<file path="config.mk">
export PLATFORM = sky130hd
export DESIGN_NAME = cdr_codir_rx
export DESIGN_NICKNAME = d
export VERILOG_FILES = /design/src/rtl/cdr_codir_rx_pkg.sv /design/src/rtl/cdr_halfbit_decoder.sv /design/src/rtl/cdr_octet_framer.sv /design/src/rtl/cdr_pingpong.sv /design/src/rtl/cdr_slot_serializer.sv /design/src/rtl/cdr_codir_rx.sv
export SDC_FILE = /design/constraint.sdc
export NUM_CORES = 1
export LEC_CHECK = 0
export ABC_AREA = 1
export BUFFER_PORTS_ARGS = -buffer_cell sky130_fd_sc_hd__buf_4
export CORE_AREA = 10 10 101 103
export CTS_CLUSTER_DIAMETER = 80
export CTS_CLUSTER_SIZE = 20
export DETAILED_ROUTE_END_ITERATION = 7
export DIE_AREA = 0 0 111 113
export GPL_TIMING_DRIVEN = 0
export PLACE_DENSITY_LB_ADDON = 0.05
export REMOVE_ABC_BUFFERS = 1
export SETUP_SLACK_MARGIN = 0.3
export SYNTH_ARGS = -nofsm -noshare
export SYNTH_HDL_FRONTEND = slang
export SYNTH_SLANG_ARGS = --single-unit
</file>
<file path="constraint.sdc">
create_clock -name clk -period 4.5 [get_ports clk]
set_clock_uncertainty 0.2 [all_clocks]
set_input_delay 0.675 -clock clk [delete_from_list [all_inputs] [get_ports clk]]
set_output_delay 0.675 -clock clk [all_outputs]
set_load 0.02 [all_outputs]
</file>
<file path="src/rtl/cdr_codir_rx_pkg.sv">
// Shared types for the codirectional receive path.
package cdr_codir_rx_pkg;
    // One decoded line bit with its octet-end marker.
    typedef struct packed {
        logic val;
        logic viol;
    } dec_bit_t;
endpackage

</file>
<file path="src/rtl/cdr_halfbit_decoder.sv">
// Half-bit decoder. Samples the active-low rails on every recovered strobe,
// pairs two samples into one bit and flags polarity violations.
// Assumes: the first strobe after reset falls in the first half of a bit.
module cdr_halfbit_decoder
    import cdr_codir_rx_pkg::*;
(
    input  logic     clk,
    input  logic     rst_n,
    input  logic     rec_tick,
    input  logic     pos_n,
    input  logic     neg_n,
    output logic     bit_vld,
    output dec_bit_t bit_out
);
    logic ph;
    logic s0_mark;
    logic s0_pos;
    logic last_pos;
    logic have_last;
    logic mark_now;
    logic pos_now;
    logic cur_pos;

    // Current sample and the polarity of the bit being completed.
    always_comb begin
        mark_now = !pos_n || !neg_n;
        pos_now  = !pos_n;
        if (s0_mark)       cur_pos = s0_pos;
        else if (mark_now) cur_pos = pos_now;
        else               cur_pos = !last_pos;
    end

    // Half-bit phase, first-half capture and bit emission.
    always_ff @(posedge clk) begin
        if (!rst_n) begin
            ph        <= 1'b0;
            s0_mark   <= 1'b0;
            s0_pos    <= 1'b0;
            last_pos  <= 1'b0;
            have_last <= 1'b0;
            bit_vld   <= 1'b0;
            bit_out   <= '0;
        end else begin
            bit_vld <= 1'b0;
            if (rec_tick) begin
                ph <= !ph;
                if (!ph) begin
                    s0_mark <= mark_now;
                    s0_pos  <= pos_now;
                end else begin
                    bit_vld      <= 1'b1;
                    bit_out.val  <= s0_mark;
                    bit_out.viol <= have_last && (cur_pos == last_pos);
                    last_pos     <= cur_pos;
                    have_last    <= 1'b1;
                end
            end
        end
    end

    // a decoded bit only follows a recovered strobe.
    a_r1_bit_after_tick: assert property (@(posedge clk) disable iff (!rst_n)
        bit_vld |-> $past(rec_tick));
endmodule

</file>
<file path="src/rtl/cdr_octet_framer.sv">
// Octet framer. Shifts decoded bits in, ends an octet on a violation or,
// by flywheel, eight bits after the last boundary, and supervises violations.
// Assumes: bits arrive at most once per clock as one-cycle strobes.
module cdr_octet_framer
    import cdr_codir_rx_pkg::*;
#(
    parameter int OCT_W      = 8,
    parameter int MISS_LIMIT = 8
) (
    input  logic             clk,
    input  logic             rst_n,
    input  logic             bit_vld,
    input  dec_bit_t         bit_in,
    output logic             oct_vld,
    output logic [OCT_W-1:0] oct_data,
    output logic             oct_miss,
    output logic             alarm
);
    localparam int CW = $clog2(OCT_W);
    localparam int MW = $clog2(MISS_LIMIT + 1);

    logic [OCT_W-1:0] sreg;
    logic [OCT_W-1:0] word_next;
    logic [CW-1:0]    cnt;
    logic             synced;
    logic [MW-1:0]    miss_cnt;
    logic             last_slot;

    // Word including the incoming bit, and end-of-octet position.
    always_comb begin
        word_next = {sreg[OCT_W-2:0], bit_in.val};
        last_slot = (cnt == CW'(OCT_W - 1));
    end

    // Bit counting, octet emission and missing-violation supervision.
    always_ff @(posedge clk) begin
        if (!rst_n) begin
            sreg     <= '0;
            cnt      <= '0;
            synced   <= 1'b0;
            miss_cnt <= '0;
            alarm    <= 1'b0;
            oct_vld  <= 1'b0;
            oct_data <= '0;
            oct_miss <= 1'b0;
        end else begin
            oct_vld <= 1'b0;
            if (bit_vld) begin
                sreg <= word_next;
                if (bit_in.viol) begin
                    cnt      <= '0;
                    synced   <= 1'b1;
                    oct_vld  <= 1'b1;
                    oct_data <= word_next;
                    oct_miss <= 1'b0;
                    miss_cnt <= '0;
                    alarm    <= 1'b0;
                end else if (last_slot) begin
                    cnt <= '0;
                    if (synced) begin
                        oct_vld  <= 1'b1;
                        oct_data <= word_next;
                        oct_miss <= 1'b1;
                        if (miss_cnt != MW'(MISS_LIMIT)) miss_cnt <= miss_cnt + 1'b1;
                        if (miss_cnt >= MW'(MISS_LIMIT - 1)) alarm <= 1'b1;
                    end
                end else begin
                    cnt <= cnt + 1'b1;
                end
            end
        end
    end

    // an octet is only produced from a decoded bit.
    a_r2_octet_from_bit: assert property (@(posedge clk) disable iff (!rst_n)
        oct_vld |-> $past(bit_vld));
    // the alarm rises only together with an octet lacking its violation.
    a_r9_alarm_rise: assert property (@(posedge clk) disable iff (!rst_n)
        $rose(alarm) |-> (oct_vld && oct_miss));
    // a received violation clears the alarm and closes a confirmed octet.
    a_r9_alarm_clear: assert property (@(posedge clk) disable iff (!rst_n)
        $past(bit_vld && bit_in.viol) |-> (!alarm && oct_vld && !oct_miss));
endmodule

</file>
<file path="src/rtl/cdr_pingpong.sv">
// Two-entry octet store. Each new octet goes to the register not written
// last, unless that register is mid-burst; then the newest one is replaced.
// Assumes: at most one write per clock.
module cdr_pingpong #(
    parameter int OCT_W = 8
) (
    input  logic                  clk,
    input  logic                  rst_n,
    input  logic                  wr_en,
    input  logic [OCT_W-1:0]      wr_data,
    input  logic                  wr_miss,
    input  logic                  burst,
    input  logic                  rd_sel,
    output logic [1:0][OCT_W-1:0] words,
    output logic [1:0]            valid,
    output logic [1:0]            missf,
    output logic                  newest
);
    logic target;

    // Pick the register to fill, steering clear of an active burst.
    always_comb begin
        target = burst ? !rd_sel : !newest;
    end

    // Track which register holds the most recent octet.
    always_ff @(posedge clk) begin
        if (!rst_n)     newest <= 1'b0;
        else if (wr_en) newest <= target;
    end

    for (genvar g = 0; g < 2; g++) begin : g_entry
        // Load this entry when it is the chosen target.
        always_ff @(posedge clk) begin
            if (!rst_n) begin
                words[g] <= '0;
                valid[g] <= 1'b0;
                missf[g] <= 1'b0;
            end else if (wr_en && (target == 1'(g))) begin
                words[g] <= wr_data;
                valid[g] <= 1'b1;
                missf[g] <= wr_miss;
            end
        end
    end

    // after a write the newest register holds the written octet.
    a_r3_newest_written: assert property (@(posedge clk) disable iff (!rst_n)
        wr_en |=> (valid[newest] && words[newest] == $past(wr_data)));
endmodule

</file>
<file path="src/rtl/cdr_slot_serializer.sv">
// Time-slot serializer. On each local tick inside the selected envelope it
// sends the next bit of the chosen octet, and holds the line high elsewhere.
// Assumes: the envelope spans OCT_W local ticks and is stable between ticks.
module cdr_slot_serializer #(
    parameter int OCT_W = 8
) (
    input  logic                  clk,
    input  logic                  rst_n,
    input  logic                  loc_tick,
    input  logic                  slot_a,
    input  logic                  slot_b,
    input  logic                  slot_pick,
    input  logic                  blank,
    input  logic                  superv_n,
    input  logic [1:0][OCT_W-1:0] words,
    input  logic [1:0]            valid,
    input  logic [1:0]            missf,
    input  logic                  newest,
    output logic                  burst,
    output logic                  rd_sel,
    output logic                  pcm_out
);
    localparam int IW = $clog2(OCT_W);

    logic [IW-1:0]    idx;
    logic             ts_sel;
    logic             first;
    logic             use_sel;
    logic [OCT_W-1:0] cur_word;
    logic [OCT_W-1:0] held_word;
    logic             cur_bit;
    logic             suppress;

    // Envelope choice, register choice and the bit due at this tick.
    always_comb begin
        ts_sel    = slot_pick ? slot_a : slot_b;
        first     = (idx == '0);
        use_sel   = first ? newest : rd_sel;
        cur_word  = words[use_sel];
        held_word = words[rd_sel];
        cur_bit   = cur_word[IW'(OCT_W - 1) - idx];
        suppress  = !valid[use_sel] || (!superv_n && missf[use_sel]);
        burst     = !first;
    end

    // Bit position in the burst and the register latched at its start.
    always_ff @(posedge clk) begin
        if (!rst_n) begin
            idx    <= '0;
            rd_sel <= 1'b0;
        end else if (loc_tick) begin
            if (ts_sel) begin
                idx <= (idx == IW'(OCT_W - 1)) ? '0 : idx + 1'b1;
                if (first) rd_sel <= newest;
            end else begin
                idx <= '0;
            end
        end
    end

    // Output register with blanking priority.
    always_ff @(posedge clk) begin
        if (!rst_n)        pcm_out <= 1'b1;
        else if (blank)    pcm_out <= 1'b1;
        else if (loc_tick) pcm_out <= (!ts_sel || suppress) ? 1'b1 : cur_bit;
    end

    // blanking forces the output high on the next clock.
    a_r10_blank_high: assert property (@(posedge clk) disable iff (!rst_n)
        $past(blank) |-> pcm_out);
    // a tick outside the envelope leaves the output high.
    a_r4_idle_high: assert property (@(posedge clk) disable iff (!rst_n)
        $past(loc_tick && !ts_sel) |-> pcm_out);
    // the register being read stays unchanged through its burst.
    a_r12_burst_stable: assert property (@(posedge clk) disable iff (!rst_n)
        (burst && $past(burst) && $stable(rd_sel)) |-> $stable(held_word));
endmodule

</file>
<file path="src/rtl/cdr_codir_rx.sv">
// Codirectional receive decoder top: half-bit decoder, octet framer,
// two-entry octet store and time-slot serializer in one clock domain.
// Assumes: rec_tick and loc_tick are one-cycle enables derived elsewhere.
module cdr_codir_rx
    import cdr_codir_rx_pkg::*;
#(
    parameter int OCT_W      = 8,
    parameter int MISS_LIMIT = 8
) (
    input  logic clk,
    input  logic rst_n,
    input  logic rec_tick,
    input  logic line_pos_n,
    input  logic line_neg_n,
    input  logic loc_tick,
    input  logic slot_a,
    input  logic slot_b,
    input  logic slot_pick,
    input  logic superv_n,
    input  logic blank,
    output logic pcm_out,
    output logic oct_alarm
);
    logic                  bit_vld;
    dec_bit_t              dbit;
    logic                  oct_vld;
    logic [OCT_W-1:0]      oct_data;
    logic                  oct_miss;
    logic [1:0][OCT_W-1:0] words;
    logic [1:0]            valid;
    logic [1:0]            missf;
    logic                  newest;
    logic                  burst;
    logic                  rd_sel;

    cdr_halfbit_decoder u_dec (
        .clk      (clk),
        .rst_n    (rst_n),
        .rec_tick (rec_tick),
        .pos_n    (line_pos_n),
        .neg_n    (line_neg_n),
        .bit_vld  (bit_vld),
        .bit_out  (dbit)
    );

    cdr_octet_framer #(.OCT_W(OCT_W), .MISS_LIMIT(MISS_LIMIT)) u_frm (
        .clk      (clk),
        .rst_n    (rst_n),
        .bit_vld  (bit_vld),
        .bit_in   (dbit),
        .oct_vld  (oct_vld),
        .oct_data (oct_data),
        .oct_miss (oct_miss),
        .alarm    (oct_alarm)
    );

    cdr_pingpong #(.OCT_W(OCT_W)) u_buf (
        .clk     (clk),
        .rst_n   (rst_n),
        .wr_en   (oct_vld),
        .wr_data (oct_data),
        .wr_miss (oct_miss),
        .burst   (burst),
        .rd_sel  (rd_sel),
        .words   (words),
        .valid   (valid),
        .missf   (missf),
        .newest  (newest)
    );

    cdr_slot_serializer #(.OCT_W(OCT_W)) u_ser (
        .clk       (clk),
        .rst_n     (rst_n),
        .loc_tick  (loc_tick),
        .slot_a    (slot_a),
        .slot_b    (slot_b),
        .slot_pick (slot_pick),
        .blank     (blank),
        .superv_n  (superv_n),
        .words     (words),
        .valid     (valid),
        .missf     (missf),
        .newest    (newest),
        .burst     (burst),
        .rd_sel    (rd_sel),
        .pcm_out   (pcm_out)
    );
endmodule

</file>
## Yosys cells after proc, flatten, opt, wreduce, memory -nomap -nowiden

Cells that the tools add are included.

| word-level totals | value |
|---|---|
| register bits | 60 |
| input bits | 11 |
| output and inout bits | 2 |
| logic and storage cells | 107 |

| operators by class | value |
|---|---|
| add/sub/neg operators | 4 |
| $lt $le $gt $ge | 3 |
| eq/ne operators | 4 |
| muxes and demuxes | 36 |
| bitwise operators | 3 |
| reduce and logical (&&, ||, !) cells | 31 |

Operator list:

| operator | count |
|---|---|
| $mux W8 | 5 |
| $mux W1 | 22 |
| $mux W4 | 4 |
| $mux W3 | 4 |
| $reduce_and A2 Y1 | 6 |
| $logic_not A1 Y1 | 9 |
| $reduce_and A4 Y1 | 2 |
| $reduce_bool A2 Y1 | 4 |
| $add A3 B1 Y3 const B | 2 |
| $eq A3 B3 Y1 const B | 2 |
| $add A4 B1 Y4 const B | 1 |
| $ge A4 B3 Y1 const B | 1 |
| $logic_and A1 B1 Y1 | 4 |
| $lt A3 B4 Y1 const B | 1 |
| $ne A4 B4 Y1 const B | 1 |
| $bmux W1 S3 | 1 |
| $logic_not A3 Y1 | 1 |
| $logic_or A1 B1 Y1 | 3 |
| $not A1 Y1 | 3 |
| $reduce_and A3 Y1 | 1 |
| $sub A3 B3 Y3 const A | 1 |
| $lt A1 B2 Y1 const B | 1 |
| $reduce_or A2 Y1 | 1 |
| $eq A1 B1 Y1 | 1 |

## Longest topological paths before layout

| depth | value |
|---|---|
| depth in word-level cells | 8 |
| gate-level depth with buffers | 12 |
| mapped depth without buffers | 12 |

## Modules after synthesis

From an unflattened synthesis, not the netlist that was laid out.

| unflattened totals | value |
|---|---|
| cells, all modules | 404 |
| area total of the unflattened synthesis | 2830.2 um2 |

By module, submodules not included:

| module | times used | cells an instance | area each (um2) | seq. area each (um2) |
|---|---|---|---|---|
| cdr_octet_framer | 1 | 140 | 1064.8 | 520.5 |
| cdr_pingpong | 1 | 130 | 894.6 | 420.4 |
| cdr_slot_serializer | 1 | 92 | 549.3 | 100.1 |
| cdr_halfbit_decoder | 1 | 42 | 321.6 | 160.2 |

## Least setup slack after synthesis

No wires, ideal clock.

| timing | value |
|---|---|
| path type | register to register |
| start | register u_ser.idx[0] |
| end | register u_ser.pcm_out |
| library setup time | 0.119 ns |
| arrival time | 1.467 ns |
| required time | 4.181 ns |
| path slack | 2.714 ns |
| stages on the path, launching flop included | 11 |
| path buffers | 0 |
| clock period less this slack | 1.786 ns |
| cell sequence | dfxtp_1 -> inv_1 -> ha_1 -> nand2_1 -> nand2_2 -> nand2_2 -> nor2_1 -> a211oi_1 -> nand3_1 -> nand2_1 -> nand2_1 |

| on the way | value |
|---|---|
| word-level cells in the longest chain between the ends | 8 |
| elaborated cells on any way between the ends | 16 |
| classes of those cells | add/sub (1); mux (10); reduce/logical (5) |

Ends and longest elaborated chain:

| what | RTL line | source |
|---|---|---|
| start: declaration | cdr_slot_serializer.sv:25 | `logic [IW-1:0] idx;` |
| start signal: assignment | cdr_slot_serializer.sv:53 | `idx <= (idx == IW'(OCT_W - 1)) ? '0 : idx + 1'b1;` |
| parallel branches: the longest is 7 deep, another holds $mux W8 | -- |  |
| $mux W1 (*) | cdr_slot_serializer.sv:65 | `else if (loc_tick) pcm_out <= (!ts_sel \|\| suppress) ? 1'b1 : cur_bit;` |
| end signal: assignment | cdr_slot_serializer.sv:65 |  |
| end: declaration | cdr_slot_serializer.sv:21 | `output logic pcm_out` |

Mark *: on every way between the ends. The select of a mux whose other input is x is not followed.
A chain may end at the register's enable or synchronous reset.

## Worst setup path in the final report

| timing | value |
|---|---|
| start | register u_ser.idx[0] |
| end | register u_buf.words[10] (netlist name) |

| on the way | value |
|---|---|
| word-level cells in the longest chain between the ends | 3 |

Ends and longest elaborated chain:

| what | RTL line | source |
|---|---|---|
| $logic_not A3 Y1 | cdr_slot_serializer.sv:37 | `first = (idx == '0);` |
| $mux W1 | cdr_pingpong.sv:23 | `target = burst ? !rd_sel : !newest;` |
| $logic_and A1 B1 Y1 | cdr_pingpong.sv:39 | `end else if (wr_en && (target == 1'(g))) begin` |
| end signal: indexed assignment | cdr_pingpong.sv:40 | `words[g] <= wr_data;` |
| end: declaration | cdr_pingpong.sv:14 | `output logic [1:0][OCT_W-1:0] words,` |

No other way between the ends.

==> Flow_metrics.wiki <==
{| class="wikitable"
! Metric !! Value
|-
| Net switching power || 247 uW
|-
| Clock Path Buffers || 2
|-
| Clock Power Share || 0.437
|-
| Classification of the worst setup path || flip-flop to flip-flop
|-
| Maximum level of the CTS H-tree || 3
|-
| Critical Path End || u_buf.words[10]
|-
| Post-synthesis share of cell area spent on and, or, nand and nor gates || 0.196
|-
| Die Wd || 111 um
|-
| Antenna violations before repair || 0
|-
| Highest clock frequency the design can meet || 0.461 GHz
|-
| Largest net degree at the start of global routing || slightly above 40
|-
| Vias post-DR || about 2k
|-
| Remaining DRCs || 0
|-
| Minimum setup slack in the final design || 2.33 ns
|-
| Number of max-cap violations || 0
|-
| Post-synth EDFFs || 0
|-
| Main combinational cell family by area after synthesis || simple AND/OR/NAND/NOR gates
|-
| Die Footprint || 0.0125 mm^2
|-
| Design Power || 1.07 mW
|-
| Async set-reset flop share out of synthesis || 0
|-
| Number of design-rule violations left by the first detailed-router iteration || 47
|-
| End-of-flow core utilization || 0.350
|-
| Final-report hold violation count || 0
|-
| Die H || 113 um
|-
| Setup crit start kind || flip-flop
|-
| Area of the mapped netlist || 0.00249 mm^2
|-
| Number of antenna diodes || 0
|-
| Placed Area || roughly 0.0027 mm^2
|-
| Post-cts hold buffer count || 0
|-
| Pins Over Slew Limit || 0
|-
| Slew at the pin closest to its max-slew limit || 0.635 ns
|-
| Leak || between 1 and 1.5 nW
|-
| Post-route clock period utilization || 0.482
|-
| Proportion of power drawn by combinational gates || 0.053
|-
| Cell internal pwr || just over 800 uW
|-
| Top cell type's share of synthesized area || 0.482
|-
| Xor/xnor share of the synthesized area || 0.00703
|-
| Hold Path Class || flip-flop to flip-flop
|-
| Fraction of layout instances using a drive strength above 1 || 0.121
|-
| Highest net fanout along the worst path || 19
|-
| GR Overflow Total || 0
|-
| Wire length of the first global-routing pass || 9370 um
|-
| Synth cell count leaders || dfxtp_1, nor2_1, inv_1, o21ai_0, a21oi_1
|-
| Pre-CTS WS || 2.08 ns
|-
| Root buffer cell || clkbuf_8
|-
| Setup Viol. Count Final || 0
|-
| Post-layout instance area || 0.00285 mm^2
|-
| Critical path required time || ~4.5 ns
|-
| Area of the placeable core || between 0.008 and 0.009 mm^2
|-
| Total of warnings raised by yosys || 0
|-
| Post-cts gate resize count || 0
|-
| Number of standard-cell rows in the floorplan || 33
|-
| First-pass iteration count of the detailed router || 4
|-
| Switching Share || 0.230
|-
| RSZ-0062 raised after global routing || false
|-
| Routability cong. || 0.732
|-
| Share of synthesized area occupied by flip-flops and latches || 0.482
|-
| Starting density of the core || 0.306
|-
| Clock-pin slew reported for the worst setup and hold paths after clock tree synthesis || 0.07 ns
|-
| Number of synthesized register bits || 60
|-
| Final Routed Wirelength || 5370 um
|-
| Number of global-route vias before repair || 2058
|-
| Count of cell types in the netlist || 28
|-
| Cells on worst reg2reg path || 8
|-
| VDD IR-drop max || 0.000168 V
|-
| CTS sink cnt || 60
|-
| Mux share of post-synthesis cell area || 0.00402
|-
| P&R area growth vs syn || 14.2%
|-
| Slew margin rel. || 0.575
|-
| Placed cells || 430
|-
| I/O pins || 13
|-
| Cell types with the largest area share after synthesis || dfxtp_1, o21ai_0, a21oi_1, nor2_1, inv_1
|-
| CTS buffer count || 9
|-
| Drt wl/cell || around 12 um
|-
| Worst Hold Margin || 0.246 ns
|-
| Critical register-to-register path endpoint || u_buf.words[10]
|-
| Post-CTS setup-driven buffer insertion count || 0
|-
| All-Layer GR Usage || 0.0897
|-
| Drt via density || 4.49
|-
| Outcome || complete, no violations
|-
| Count leader, synth || dfxtp_1
|-
| Portion of total power attributed to sequential cells || 0.510
|-
| Critical Path AT || 2.18 ns
|-
| Placed wire-length estimate || about 3800 um
|-
| Worst r2r src || u_ser.idx[0]
|-
| Startpoint of the most critical setup path || u_ser.idx[0]
|-
| Area leader, netlist || dfxtp_1
|-
| Power density over the cells || around 380 mW/mm^2
|-
| Average footprint of a synthesized cell || a little under 8 um^2
|-
| Synth Area in Adders || 0.0352
|-
| Quantity of I/O buffers inserted on ports || 12
|-
| Clock tree from TritonCTS || built
|-
| Filler-free cell count of the finished design || 445
|-
| Source of the worst hold timing path || u_dec.have_last
|-
| Kind of end point of the critical path || flip-flop
|-
| Filler cell count in the final layout || 901
|-
| Final critical-path required period || roughly 2.2 ns
|-
| Compound-cell area share of the yosys netlist || 0.180
|-
| Nets || 354
|-
| TNS Setup || 0 ns
|-
| Flop-to-flop setup slack || roughly 2.3 ns
|-
| Post-route ant nets || 0
|-
| Clock insertion delay at the later pin of the skew report || 0.33 ns
|-
| Synthesized instance count || 322
|-
| Most used flip-flop cell after synthesis || dfxtp_1
|}
==> state kept, by name, indices dropped and copies added (netlist names), 2 cells and up <==
name	count
u_buf.words	16
u_ser.idx	3
u_buf.valid	2
u_frm.cnt	3
u_buf.missf	2
u_dec.bit_out	2
u_frm.oct_data	8
u_frm.miss_cnt	4
u_frm.sreg	7
==> how the worst min path moves through the flow <==
stage / slack (ns) / cells past startpoint / to
floorplan: 0.22 / 2 / u_dec.have_last
finish: 0.25 / 2 / u_dec.have_last
detailed placement: 0.24 / 2 / u_dec.have_last
global route: 0.27 / 2 / u_buf.words[1]
CTS: 0.25 / 2 / u_dec.have_last
global placement: 0.23 / 2 / u_dec.have_last
==> layer usage <==
| layer | up-vias | part of all wire | track usage |
|---|---|---|---|
| li1 | 1079 | - | - |
| met1 | 894 | 0.47 | 0.0984 |
| met2 | 19 | 0.48 | 0.152 |
| met3 | 7 | 0.038 | 0.0386 |
| met4 | 0 | 0.014 | 0.0313 |
| met5 | - | 0 | 0 |
==> placed cells by master, fill, tap and decap left out, types with 3 or more instances in the layout <==
master and instances:
inv_2 5, a211oi_1 3, nand2_2 5, nand2_1 31
o21ai_0 39, nor2_1 44, clkinv_2 3, dfxtp_1 60
clkbuf_8 10, a21oi_1 33, inv_1 41, ha_1 7
buf_4 12, nand3_1 28
==> cell families after synthesis <==
family | Yosys count
compound gates | 83
xor+xnor | 2
flops | 60
mux | 1
buf+inv | 57
fa+ha+maj | 7
simple gates | 112
==> critical path, stage by stage, from the launching register on <==
cell and delay [ns]:
dfxtp_1 0.51, inv_1 0.18, ha_1 0.26, nand2_1 0.10, nand2_1 0.08, nand2_2 0.17
nand2_2 0.25, o21ai_0 0.23, a21oi_1 0.06
==> layout make-up <==
class,instances,area [um^2],area share
Inverter,48,180,0.0633
Tap cell,105,131,0.0462
Clock buffer,10,138,0.0484
Sequential cell,60,1200,0.422
Timing Repair Buffer,12,90.1,0.0317
Clock inverter,5,52.6,0.0185
Multi-Input combinational cell,205,1050,0.370
==> power by group through the flow <==
stage          Combinational (mW)  Clock [mW]  Sequential [mW]
2_1_floorplan              0.0361           0            0.557
3_3_place_gp               0.0575           0            0.559
3_5_place_dp               0.0575           0            0.560
4_1_cts                    0.0579       0.490            0.547
5_1_grt                    0.0656       0.514            0.548
6_report                   0.0565       0.469            0.547
No activity file was read; power rests on OpenSTA's default activity.
